## src/rtl/banked_regfile_pkg.sv

```systemverilog
package banked_regfile_pkg;

  localparam int NUM_SLOTS = 33;
  localparam int SLOT_W    = $clog2(NUM_SLOTS);

  typedef enum logic [2:0] {
    MC_USR, MC_FIQ, MC_IRQ, MC_SVC, MC_ABT, MC_UND, MC_MON, MC_HYP
  } modeClassT;

  // strobes from control to datapath
  typedef struct packed {
    logic [SLOT_W-1:0] slotA;
    logic [SLOT_W-1:0] slotB;
    logic [SLOT_W-1:0] slotW;
    logic              rdEnA;
    logic              rdEnB;
    logic              wrStb;
  } bankCtrlT;

  function automatic modeClassT decodeMode(input logic [4:0] m, output logic unknown);
    unknown = 1'b0;
    case (m)
      5'b10000, 5'b11111: decodeMode = MC_USR;
      5'b10001: decodeMode = MC_FIQ;
      5'b10010: decodeMode = MC_IRQ;
      5'b10011: decodeMode = MC_SVC;
      5'b10110: decodeMode = MC_MON;
      5'b10111: decodeMode = MC_ABT;
      5'b11010: decodeMode = MC_HYP;
      5'b11011: decodeMode = MC_UND;
      default: begin
        decodeMode = MC_USR;
        unknown    = 1'b1;
      end
    endcase
  endfunction

  // base slot of a two-register private pair: R14 at base, R13 at base+1
  function automatic logic [SLOT_W-1:0] pairBase(input modeClassT mc);
    case (mc)
      MC_IRQ:  pairBase = SLOT_W'(16);
      MC_SVC:  pairBase = SLOT_W'(18);
      MC_ABT:  pairBase = SLOT_W'(20);
      MC_UND:  pairBase = SLOT_W'(22);
      default: pairBase = SLOT_W'(31);
    endcase
  endfunction

  function automatic logic [SLOT_W-1:0] mapSlot(input modeClassT mc, input logic [3:0] idx);
    logic [SLOT_W-1:0] flat;
    flat = SLOT_W'(idx);
    mapSlot = flat;
    if (idx >= 4'd8 && idx <= 4'd14) begin
      case (mc)
        MC_FIQ: mapSlot = flat + SLOT_W'(16);
        MC_HYP: if (idx == 4'd13) mapSlot = SLOT_W'(15);
        MC_IRQ, MC_SVC, MC_ABT, MC_UND, MC_MON: begin
          if (idx == 4'd14)      mapSlot = pairBase(mc);
          else if (idx == 4'd13) mapSlot = pairBase(mc) + SLOT_W'(1);
        end
        default: mapSlot = flat;
      endcase
    end
  endfunction

endpackage

```

## src/rtl/banked_regfile_ctrl.sv

```systemverilog
module banked_regfile_ctrl
  import banked_regfile_pkg::*;
(
  input  logic       clk,
  input  logic       rstN,
  input  logic [4:0] mode,
  input  logic [3:0] rdIdxA,
  input  logic [3:0] rdIdxB,
  input  logic       wrEn,
  input  logic [3:0] wrIdx,
  output bankCtrlT   ctrl,
  output logic       modeErr
);

  localparam logic [3:0] PC_IDX = 4'd15;

  modeClassT modeClass;
  logic      unknownMode;

  always_comb begin
    modeClass  = decodeMode(mode, unknownMode);
    modeErr    = unknownMode;
    ctrl.slotA = mapSlot(modeClass, rdIdxA);
    ctrl.slotB = mapSlot(modeClass, rdIdxB);
    ctrl.slotW = mapSlot(modeClass, wrIdx);
    ctrl.rdEnA = (rdIdxA != PC_IDX);
    ctrl.rdEnB = (rdIdxB != PC_IDX);
    ctrl.wrStb = wrEn && (wrIdx != PC_IDX);
  end

  a_r1_low_shared: assert property (@(posedge clk) disable iff (!rstN)
    (rdIdxA < 4'd8) |-> (ctrl.slotA == SLOT_W'(rdIdxA)));

  a_r3_fiq_bank: assert property (@(posedge clk) disable iff (!rstN)
    (mode == 5'b10001 && rdIdxB >= 4'd8 && rdIdxB <= 4'd14) |-> (ctrl.slotB >= SLOT_W'(24)));

  a_r7_unknown_as_user: assert property (@(posedge clk) disable iff (!rstN)
    (modeErr && rdIdxA != 4'd15) |-> (ctrl.slotA == SLOT_W'(rdIdxA)));

  a_r9_pc_write_dropped: assert property (@(posedge clk) disable iff (!rstN)
    (wrIdx == 4'd15) |-> !ctrl.wrStb);

  a_r5_hyp_lr_shared: assert property (@(posedge clk) disable iff (!rstN)
    (mode == 5'b11010 && wrIdx == 4'd14) |-> (ctrl.slotW == SLOT_W'(14)));

endmodule

```

## src/rtl/banked_regfile_dp.sv

```systemverilog
module banked_regfile_dp
  import banked_regfile_pkg::*;
#(
  parameter int DATA_W = 32,
  parameter int DBG_W  = 5
) (
  input  logic              clk,
  input  logic              rstN,
  input  bankCtrlT          ctrl,
  input  logic [DATA_W-1:0] wrData,
  input  logic [DBG_W-1:0]  dbgIdx,
  output logic [DATA_W-1:0] rdDataA,
  output logic [DATA_W-1:0] rdDataB,
  output logic [DATA_W-1:0] dbgData
);

  logic [DATA_W-1:0] slots [NUM_SLOTS];

  always_ff @(posedge clk or negedge rstN) begin
    if (!rstN) begin
      for (int i = 0; i < NUM_SLOTS; i++) slots[i] <= '0;
    end else if (ctrl.wrStb) begin
      slots[ctrl.slotW] <= wrData;
    end
  end

  always_comb begin
    rdDataA = ctrl.rdEnA ? slots[ctrl.slotA] : '0;
    rdDataB = ctrl.rdEnB ? slots[ctrl.slotB] : '0;
    dbgData = slots[SLOT_W'(dbgIdx)];
  end

  a_r8_write_lands: assert property (@(posedge clk) disable iff (!rstN)
    ctrl.wrStb |=> (slots[$past(ctrl.slotW)] == $past(wrData)));

  a_r8_idle_stable: assert property (@(posedge clk) disable iff (!rstN)
    (!ctrl.wrStb && ctrl.slotA == SLOT_W'(5) && ctrl.rdEnA) |=> (slots[5] == $past(rdDataA)));

  a_r10_dbg_vs_read: assert property (@(posedge clk) disable iff (!rstN)
    (ctrl.rdEnA && SLOT_W'(dbgIdx) == ctrl.slotA) |-> (dbgData == rdDataA));

endmodule

```

## src/rtl/banked_regfile.sv

```systemverilog
module banked_regfile
  import banked_regfile_pkg::*;
#(
  parameter int DATA_W = 32
) (
  input  logic              clk,
  input  logic              rstN,
  input  logic [4:0]        mode,
  input  logic [3:0]        rdIdxA,
  output logic [DATA_W-1:0] rdDataA,
  input  logic [3:0]        rdIdxB,
  output logic [DATA_W-1:0] rdDataB,
  input  logic              wrEn,
  input  logic [3:0]        wrIdx,
  input  logic [DATA_W-1:0] wrData,
  input  logic [4:0]        dbgIdx,
  output logic [DATA_W-1:0] dbgData,
  output logic              modeErr
);

  bankCtrlT ctrl;

  banked_regfile_ctrl u_ctrl (
    .clk(clk), .rstN(rstN), .mode(mode), .rdIdxA(rdIdxA), .rdIdxB(rdIdxB),
    .wrEn(wrEn), .wrIdx(wrIdx), .ctrl(ctrl), .modeErr(modeErr)
  );

  banked_regfile_dp #(.DATA_W(DATA_W), .DBG_W(5)) u_dp (
    .clk(clk), .rstN(rstN), .ctrl(ctrl), .wrData(wrData), .dbgIdx(dbgIdx),
    .rdDataA(rdDataA), .rdDataB(rdDataB), .dbgData(dbgData)
  );

endmodule

```

## config.mk

```make
export PLATFORM = sky130hd
export DESIGN_NAME = banked_regfile
export DESIGN_NICKNAME = d
export VERILOG_FILES = /design/src/rtl/banked_regfile_pkg.sv /design/src/rtl/banked_regfile_ctrl.sv /design/src/rtl/banked_regfile_dp.sv /design/src/rtl/banked_regfile.sv
export SDC_FILE = /design/constraint.sdc
export NUM_CORES = 2
export LEC_CHECK = 0
export BUFFER_PORTS_ARGS = -buffer_cell sky130_fd_sc_hd__buf_4
export CAP_MARGIN = 20
export CORE_ASPECT_RATIO = 0.8
export CORE_UTILIZATION = 35
export CTS_CLUSTER_SIZE = 12
export DETAILED_ROUTE_END_ITERATION = 12
export PLACE_DENSITY = 0.49
export REMOVE_ABC_BUFFERS = 1
export SYNTH_ARGS = -nofsm -noshare
export SYNTH_HDL_FRONTEND = slang
export SYNTH_SLANG_ARGS = --single-unit
```

## constraint.sdc

```tcl
create_clock -name clk -period 10.7 [get_ports clk]
set_input_delay 1.605 -clock clk [delete_from_list [all_inputs] [get_ports clk]]
set_output_delay 1.605 -clock clk [all_outputs]
set_load 0.01 [all_outputs]
```

== Word-level counts from Yosys, hierarchy flattened ==
Cells that the tools add are included.
W data, S select, Z words.
Operators by class
  add/subtract/negate cells: 6
  magnitude comparators: 11
  equality and inequality tests: 25
  mux-type cells: 44
  bitwise logic cells: 4
  reduce and logical (&&, ||, !) cells: 7
Operators by type and width (count)
  $bwmux W1056: 1
  $bmux W32 S6: 3
  $mux W32: 9
  $demux W32 S6: 1
  $mux W6: 21
  $pmux W6 S3: 3
  $eq A5 B5 Y1 const B: 9
  $ge A7 B7 Y1 const B: 4
  $eq A4 B4 Y1 const B: 6
  $not A6 Y7: 3
  $pmux W3 S7: 1
  $add A4 B5 Y6 const B: 3
  $add A6 B1 Y6 const B: 3
  $pmux W4 S4: 1
  $eq A3 B3 Y1 const B: 4
  $ge A4 B4 Y1 const B: 3
  $le A4 B4 Y1 const B: 3
  $mux W4: 3
  $ne A4 B4 Y1 const B: 3
  $reduce_or A9 Y1: 1
  $lt A7 B1 Y1 const B: 1
  $not A5 Y7: 1
  $eq A3 B2 Y1 const B: 2
  $logic_and A1 B1 Y1: 5
  other kinds (3): 3
Word-level totals
  register bits: 1056
  bits of input ports: 57
  logic and storage cells: 130

== Depth between registers and ports, before layout ==
  depth in word-level cells: 19
  depth in mapped cells: 14

== By module ==
Synthesis repeated with hierarchy kept, for this count alone.
Second synthesis, totals
  cells, all modules: 4768
  area, all modules: 65280.1 sq um
Modules (own cells, without submodules)
  banked_regfile_dp: times used 1, cells an instance 4666, area each 64630.7 sq um
  banked_regfile_ctrl: times used 1, cells an instance 102, area each 649.4 sq um

== Worst setup path before layout ==
OpenSTA, ideal clock, no wires.
  kind: input-to-output
  from: in mode[3]
  to: out rdDataA[29]
  arrival time: 4165 ps
  required time: 9095 ps
  setup slack: 4930 ps
  cell stages on the path: 12
  path buffers: 5
  path through: buf_2 -> and4bb_2 -> nand4_1 -> mux2_2 -> buf_2 -> buf_4 -> buf_2 -> buf_2 -> nand2_1 -> nand3_1 -> a21boi_0 -> o41ai_1
Between the ends
  cells in the longest elaborated chain, start to end: 18
RTL lines
  from (decl): line banked_regfile.sv:8  | input logic [4:0] mode,
  $eq A5 B5 Y1: line banked_regfile_pkg.sv:22  | case (m)
  $pmux W3 S7 (*): line banked_regfile_pkg.sv:22
  $eq A3 B3 Y1 / $eq A3 B2 Y1 (equally long branches): line banked_regfile_pkg.sv:40, banked_regfile_pkg.sv:54
  $pmux W4 S4: line banked_regfile_pkg.sv:40  | case (mc)
  $mux W6: line banked_regfile_pkg.sv:59  | else if (idx == 4'd13) mapSlot = pairBase(mc) + SLOT_W'(1);
  $mux W6: line banked_regfile_pkg.sv:58  | if (idx == 4'd14) mapSlot = pairBase(mc);
  $mux W6: line banked_regfile_pkg.sv:54  | case (mc)
  $mux W6: line banked_regfile_pkg.sv:53  | if (idx >= 4'd8 && idx <= 4'd14) begin
  $add A6 B1 Y6: line banked_regfile_pkg.sv:59
  $mux W6: line banked_regfile_pkg.sv:59
  $mux W6: line banked_regfile_pkg.sv:58
  $pmux W6 S3 (*): line banked_regfile_pkg.sv:54
  $mux W6 (*): line banked_regfile_pkg.sv:53
  $not A6 Y7 (not written as such) (*): line banked_regfile_dp.sv:28  | rdDataA = ctrl.rdEnA ? slots[ctrl.slotA] : '0;
  $bmux W32 S6 (*): line banked_regfile_dp.sv:28
  $mux W32 (not written as such) (*) (2 in a row): line banked_regfile_dp.sv:28
  $mux W32 (*): line banked_regfile_dp.sv:28
  to (decl): line banked_regfile.sv:10  | output logic [DATA_W-1:0] rdDataA,
Every way passes the cells marked *; elsewhere a longest branch is shown, timed or not. The select of a mux whose other input is x is not followed.

== Worst setup path after layout ==
  from: in rdIdxB[3]
  to: out rdDataB[16]
Between the ends
  cells in the longest elaborated chain, start to end: 10
RTL lines
  from (decl): line banked_regfile.sv:11  | input logic [3:0] rdIdxB,
  branches (longest 9 deep; another with $add A4 B5 Y6)
  $mux W32 (*): line banked_regfile_dp.sv:29  | rdDataB = ctrl.rdEnB ? slots[ctrl.slotB] : '0;
  to (decl): line banked_regfile.sv:12  | output logic [DATA_W-1:0] rdDataB,
Mark *: on every way between the ends. The select of a mux whose other input is x is not followed.

==> results.txt <==
- Layout cell share with drive strength beyond 1: 32.1%
- Kind of end point of the critical path: output pin
- Sum of routed wire length over all layers: 293 mm
- For the finished layout, the period the worst path requires is about 8 ns.
* Internal power consumption: 8.22 mW
- The die is 491 um wide.
- Along the worst hold path, the cell count comes to 1.
* Capture endpoint of the worst hold path: u_dp.slots[22]
- In this run, the clock network consumes 35.0% of the power.
- TritonCTS built the clock tree.
* Maximum number of pins on one net before global-route repair: 165
- After synthesis, the share of flip-flops with an asynchronous set or reset is 100%.
- Top layer used by detailed routing: met5
- Sequential cells were found to cover between 30% and 40% of the synthesized design area.
- Summed over all nets, the half-perimeter wirelength after detailed placement is approximately 160 mm.
* Wire length of the first global-routing pass: 414 mm
- Summed over all nets, the switching power comes to 3.80 mW.
- Max FO, Critical Path: 51
* Leakage component of the power: roughly 32 nW
* DRC violation count after routing: 0
- Clock skew after layout: 0 ns
* TNS Setup: 0 ns
- Count of final hold-check violations: 0
- Top reg by flops: u_dp.slots
* Worst vdd ir: 132 uV
- Post-route total power: 12.0 mW
* Clock sink count: 1056
- Aggregate global routing overflow: 0
- STA classifies the critical path startpoint as an input pin.
- The clock tree synthesis step divided the H-tree into 3 levels.
- Count of pins on the block boundary: 154
- The run finished with clean final reports.
* Antenna violations before repair: 12
- Synthesized instance count: 6377
* Overall track demand over capacity in global routing: 29.7%
* Number of CTS-inserted buffers: 114
- Slack of the worst reg-to-reg path: 9.85 ns
- Combinational group share of total power: 22.6%
- Initial standard-cell utilization of the core: 35.3%
* Number of gates resized after CTS: 0
- Number of nets with antenna violations after routing: 0
* Detailed-routing iteration count for the pre-antenna-repair pass: 7
- Summing all non-filler instances in the final layout gives an area of about 74000 um2.
* Class of the tightest hold or removal check: register to register
* Launch instance of the worst register-to-register path: u_dp.slots[514]
- Across the run, the number of max-cap violations was 0.
- Unrepaired setup endpoints after global routing: no
* Count of distinct cell types in the synthesized netlist: 78
- In this run the vertical extent of the chip is roughly 400 um.
- For the worst-skew pair, the clock arrives at the later sink with an insertion delay of 0.77 ns.
- Part of the total power dissipated in sequential elements: 42.5%
- The worst hold path begins at u_dp.slots[22].
- In the synthesized netlist the dominant register cell turns out to be sky130_fd_sc_hd__dfrtp_1.
- DP Area: 70200 um2
- In this run the deepest clock path goes through 3 buffers.
- The register with the most flip-flops in the layout has 1056 of them.
- At the end of the flow the core is filled with cells to 39.1%.
* M1 WL: 127 mm
- Core ar.: ~190000 um2
- The final route contains 56600 vias.
- Worst reg2reg path endpoint: u_dp.slots[514]
- Synth-to-layout area growth: 10.9%
- The synthesized design devotes to its leading area cell type between 30% and 40% of total area.
- Iteration-0 DRC count of the detailed router: 8121
- Post-synthesis instance area: 66900 um2
- Yosys mapped a number of flops with a built-in enable equal to 0.
* Yosys synthesis warning count: 0
- Clock-pin slew was measured on the worst setup and hold paths at 0.06 ns.
* Final weighted congestion in routability-driven placement: 0.854
* Cell Rows: 143
- Switching Share: 31.6%
- For the worst setup path, the data required time is 9.10 ns.
- Worst hold margin: 0.541 ns
- Vias per cell: 6.47
* Number of nets in the final layout: just over 6000
- Counting cells, the worst reg-to-reg path comes to 1.
* Maximum achievable frequency: 127 MHz
* Leading area contributor after synthesis: sky130_fd_sc_hd__dfrtp_1
* Count of buffers from port buffering: 153
* Post CTS Setup Buffer Count: 0
* Number of global-route vias before repair: between 50000 and 60000
- CP arrival: 6.24 ns
* Cts-stage hold buffer count: 0
- The worst path uses between 70% and 80% of the clock period.
- CTS Root Buffer Type: sky130_fd_sc_hd__clkbuf_16
- The critical path in this run is classified as input pin to output pin.
* Leading registers by flop count: u_dp.slots x1056
* Met3 WL post-DR: 33.9 mm
* Setup violation total in the final timing report: 0
* Top cells by area, synth: sky130_fd_sc_hd__dfrtp_1 (39%), sky130_fd_sc_hd__mux2_2 (18%), sky130_fd_sc_hd__mux4_2 (13%)
- For the pin with the worst max-slew slack, the measured transition is approximately 1.2 ns.
- The max-slew violation total from the final report is 0.
- Power density cells: 162 nW/um2
- The routed design uses approximately 120 mm of met2 wire.
- Floorplan die area: just under 200000 um2
* Post-Synthesis Mean Instance Area: between 10 and 15 um2
- Synthesis-stage register bit count: about 1100
* Wire length per cell: 33.5 um
* Worst slew margin: 18.4%
[worst max path at each step]
stage / startpoint / slack (ns) / cells after the start / end
after global placement: rdIdxB[3] / 3.05 / 12 / rdDataB[13]
after global routing: rdIdxB[3] / 2.84 / 12 / rdDataB[27]
after detailed placement: rdIdxB[3] / 2.98 / 12 / rdDataB[13]
final: rdIdxB[3] / 2.85 / 12 / rdDataB[16]
after CTS: rdIdxB[3] / 2.97 / 12 / rdDataB[13]
after floorplan: mode[2] / -11.03 / 8 / rdDataA[29]
[metal layers]
metal	track usage, %	vias to the layer above
li1	-	23000
met1	42.8	29300
met2	42.0	3674
met3	8.84	584
met4	10.1	10
met5	0	-
[power groups by stage]
stage | logic (mW) | registers, mW | clock network, mW
finish | 2.71 | 5.11 | 4.21
global route | 2.89 | 5.17 | 4.42
CTS | 2.69 | 5.07 | 4.27
detailed placement | 2.68 | 5.15 | 0
global placement | 2.65 | 5.13 | 0
floorplan | 1.83 | 4.95 | 0
[layout make-up]
| cell class | count | area (um2) |
|---|---|---|
| sequential | 1056 | 26400 |
| fill | 18400 | 116000 |
| multi-input combinational | 4659 | 38300 |
| antenna | 3 | 7.51 |
| timing repair buffer | 274 | 2430 |
| tap | 2537 | 3170 |
| clock inverter | 30 | 388 |
| clock buffer | 178 | 3480 |
| inverter | 8 | 30.0 |
[critical path: stages]
cell and delay, ns:
sky130_fd_sc_hd__buf_4 0.57, sky130_fd_sc_hd__and3_1 0.36, sky130_fd_sc_hd__a21o_4 0.43, sky130_fd_sc_hd__nand2_4 0.51, sky130_fd_sc_hd__nand4_2 0.27, sky130_fd_sc_hd__buf_4 0.50
sky130_fd_sc_hd__nand2b_1 0.25, sky130_fd_sc_hd__buf_4 0.45, sky130_fd_sc_hd__o21ai_0 0.13, sky130_fd_sc_hd__a2111oi_0 0.51, sky130_fd_sc_hd__a32o_1 0.40, sky130_fd_sc_hd__buf_4 0.17
[synth_stat cells, types with 10 or more instances]
| cell type | count |
|---|---|
| sky130_fd_sc_hd__and3_1 | 90 |
| sky130_fd_sc_hd__o32ai_1 | 18 |
| sky130_fd_sc_hd__nor3_1 | 11 |
| sky130_fd_sc_hd__o21ai_0 | 53 |
| sky130_fd_sc_hd__a221oi_1 | 10 |
| sky130_fd_sc_hd__a2111o_1 | 11 |
| sky130_fd_sc_hd__mux2i_1 | 179 |
| sky130_fd_sc_hd__nand3_1 | 682 |
| sky130_fd_sc_hd__a31oi_1 | 103 |
| sky130_fd_sc_hd__a211oi_1 | 68 |
| sky130_fd_sc_hd__nor2_1 | 43 |
| sky130_fd_sc_hd__mux2_2 | 1054 |
| sky130_fd_sc_hd__dfrtp_1 | 1056 |
| sky130_fd_sc_hd__a32oi_1 | 15 |
| sky130_fd_sc_hd__a2111oi_0 | 15 |
| sky130_fd_sc_hd__o221ai_1 | 25 |
| sky130_fd_sc_hd__mux4_2 | 378 |
| sky130_fd_sc_hd__buf_2 | 136 |
| sky130_fd_sc_hd__nand2_1 | 1410 |
| sky130_fd_sc_hd__a22o_1 | 12 |
| sky130_fd_sc_hd__and2_1 | 10 |
| sky130_fd_sc_hd__mux2_4 | 30 |
| sky130_fd_sc_hd__a32o_1 | 39 |
| sky130_fd_sc_hd__clkbuf_1 | 369 |
| sky130_fd_sc_hd__o211ai_1 | 23 |
| sky130_fd_sc_hd__buf_1 | 138 |
| sky130_fd_sc_hd__nand4_1 | 23 |
| sky130_fd_sc_hd__o22ai_1 | 18 |
| sky130_fd_sc_hd__a22oi_1 | 17 |
| sky130_fd_sc_hd__a311oi_1 | 46 |
| sky130_fd_sc_hd__a21oi_1 | 139 |
| sky130_fd_sc_hd__a21boi_0 | 12 |
[kinds of logic after synthesis]
group,Yosys count,synth area share (%)
flops,1056,39.5
mux,1650,34.0
buf+inv,662,4.06
xor+xnor,1,0.0131
simple gates,2320,15.1
compound gates,688,7.42
[placed cells by master (no fill, tap or decap), types with 11 or more instances in the layout]
cell / synthesis / layout
sky130_fd_sc_hd__clkinv_2: 0 / 17
sky130_fd_sc_hd__nand2_1: 1410 / 1389
sky130_fd_sc_hd__a211oi_1: 68 / 68
sky130_fd_sc_hd__a2111oi_0: 15 / 15
sky130_fd_sc_hd__nand3_1: 682 / 678
sky130_fd_sc_hd__a2111o_1: 11 / 11
sky130_fd_sc_hd__a32o_1: 39 / 39
sky130_fd_sc_hd__o21ai_0: 53 / 52
sky130_fd_sc_hd__o211ai_1: 23 / 23
sky130_fd_sc_hd__buf_4: 5 / 243
sky130_fd_sc_hd__a311oi_1: 46 / 46
sky130_fd_sc_hd__nand4_1: 23 / 23
sky130_fd_sc_hd__a31oi_1: 103 / 103
sky130_fd_sc_hd__o221ai_1: 25 / 25
sky130_fd_sc_hd__mux2_2: 1054 / 1053
sky130_fd_sc_hd__mux4_2: 378 / 378
sky130_fd_sc_hd__nand2_4: 0 / 20
sky130_fd_sc_hd__clkbuf_16: 0 / 116
sky130_fd_sc_hd__nor2_4: 0 / 19
sky130_fd_sc_hd__dfrtp_1: 1056 / 1056
sky130_fd_sc_hd__and3_1: 90 / 89
sky130_fd_sc_hd__buf_12: 0 / 23
sky130_fd_sc_hd__a32oi_1: 15 / 15
sky130_fd_sc_hd__o32ai_1: 18 / 18
sky130_fd_sc_hd__a22oi_1: 17 / 16
sky130_fd_sc_hd__clkbuf_8: 0 / 34
sky130_fd_sc_hd__a21boi_0: 12 / 11
sky130_fd_sc_hd__mux2_4: 30 / 30
sky130_fd_sc_hd__clkbuf_1: 369 / 28
sky130_fd_sc_hd__nor2_1: 43 / 24
sky130_fd_sc_hd__mux2i_1: 179 / 178
sky130_fd_sc_hd__o22ai_1: 18 / 18
sky130_fd_sc_hd__a21oi_1: 139 / 139
[stage by stage]
stage          std cells  setup WS, ns
2_1_floorplan       5723        -11.03
3_3_place_gp        8530          3.05
3_5_place_dp        8530          2.98
4_1_cts             8738          2.97
5_1_grt             8743          2.84
6_report            8745          2.85
Power figures use the tool's default switching activity.
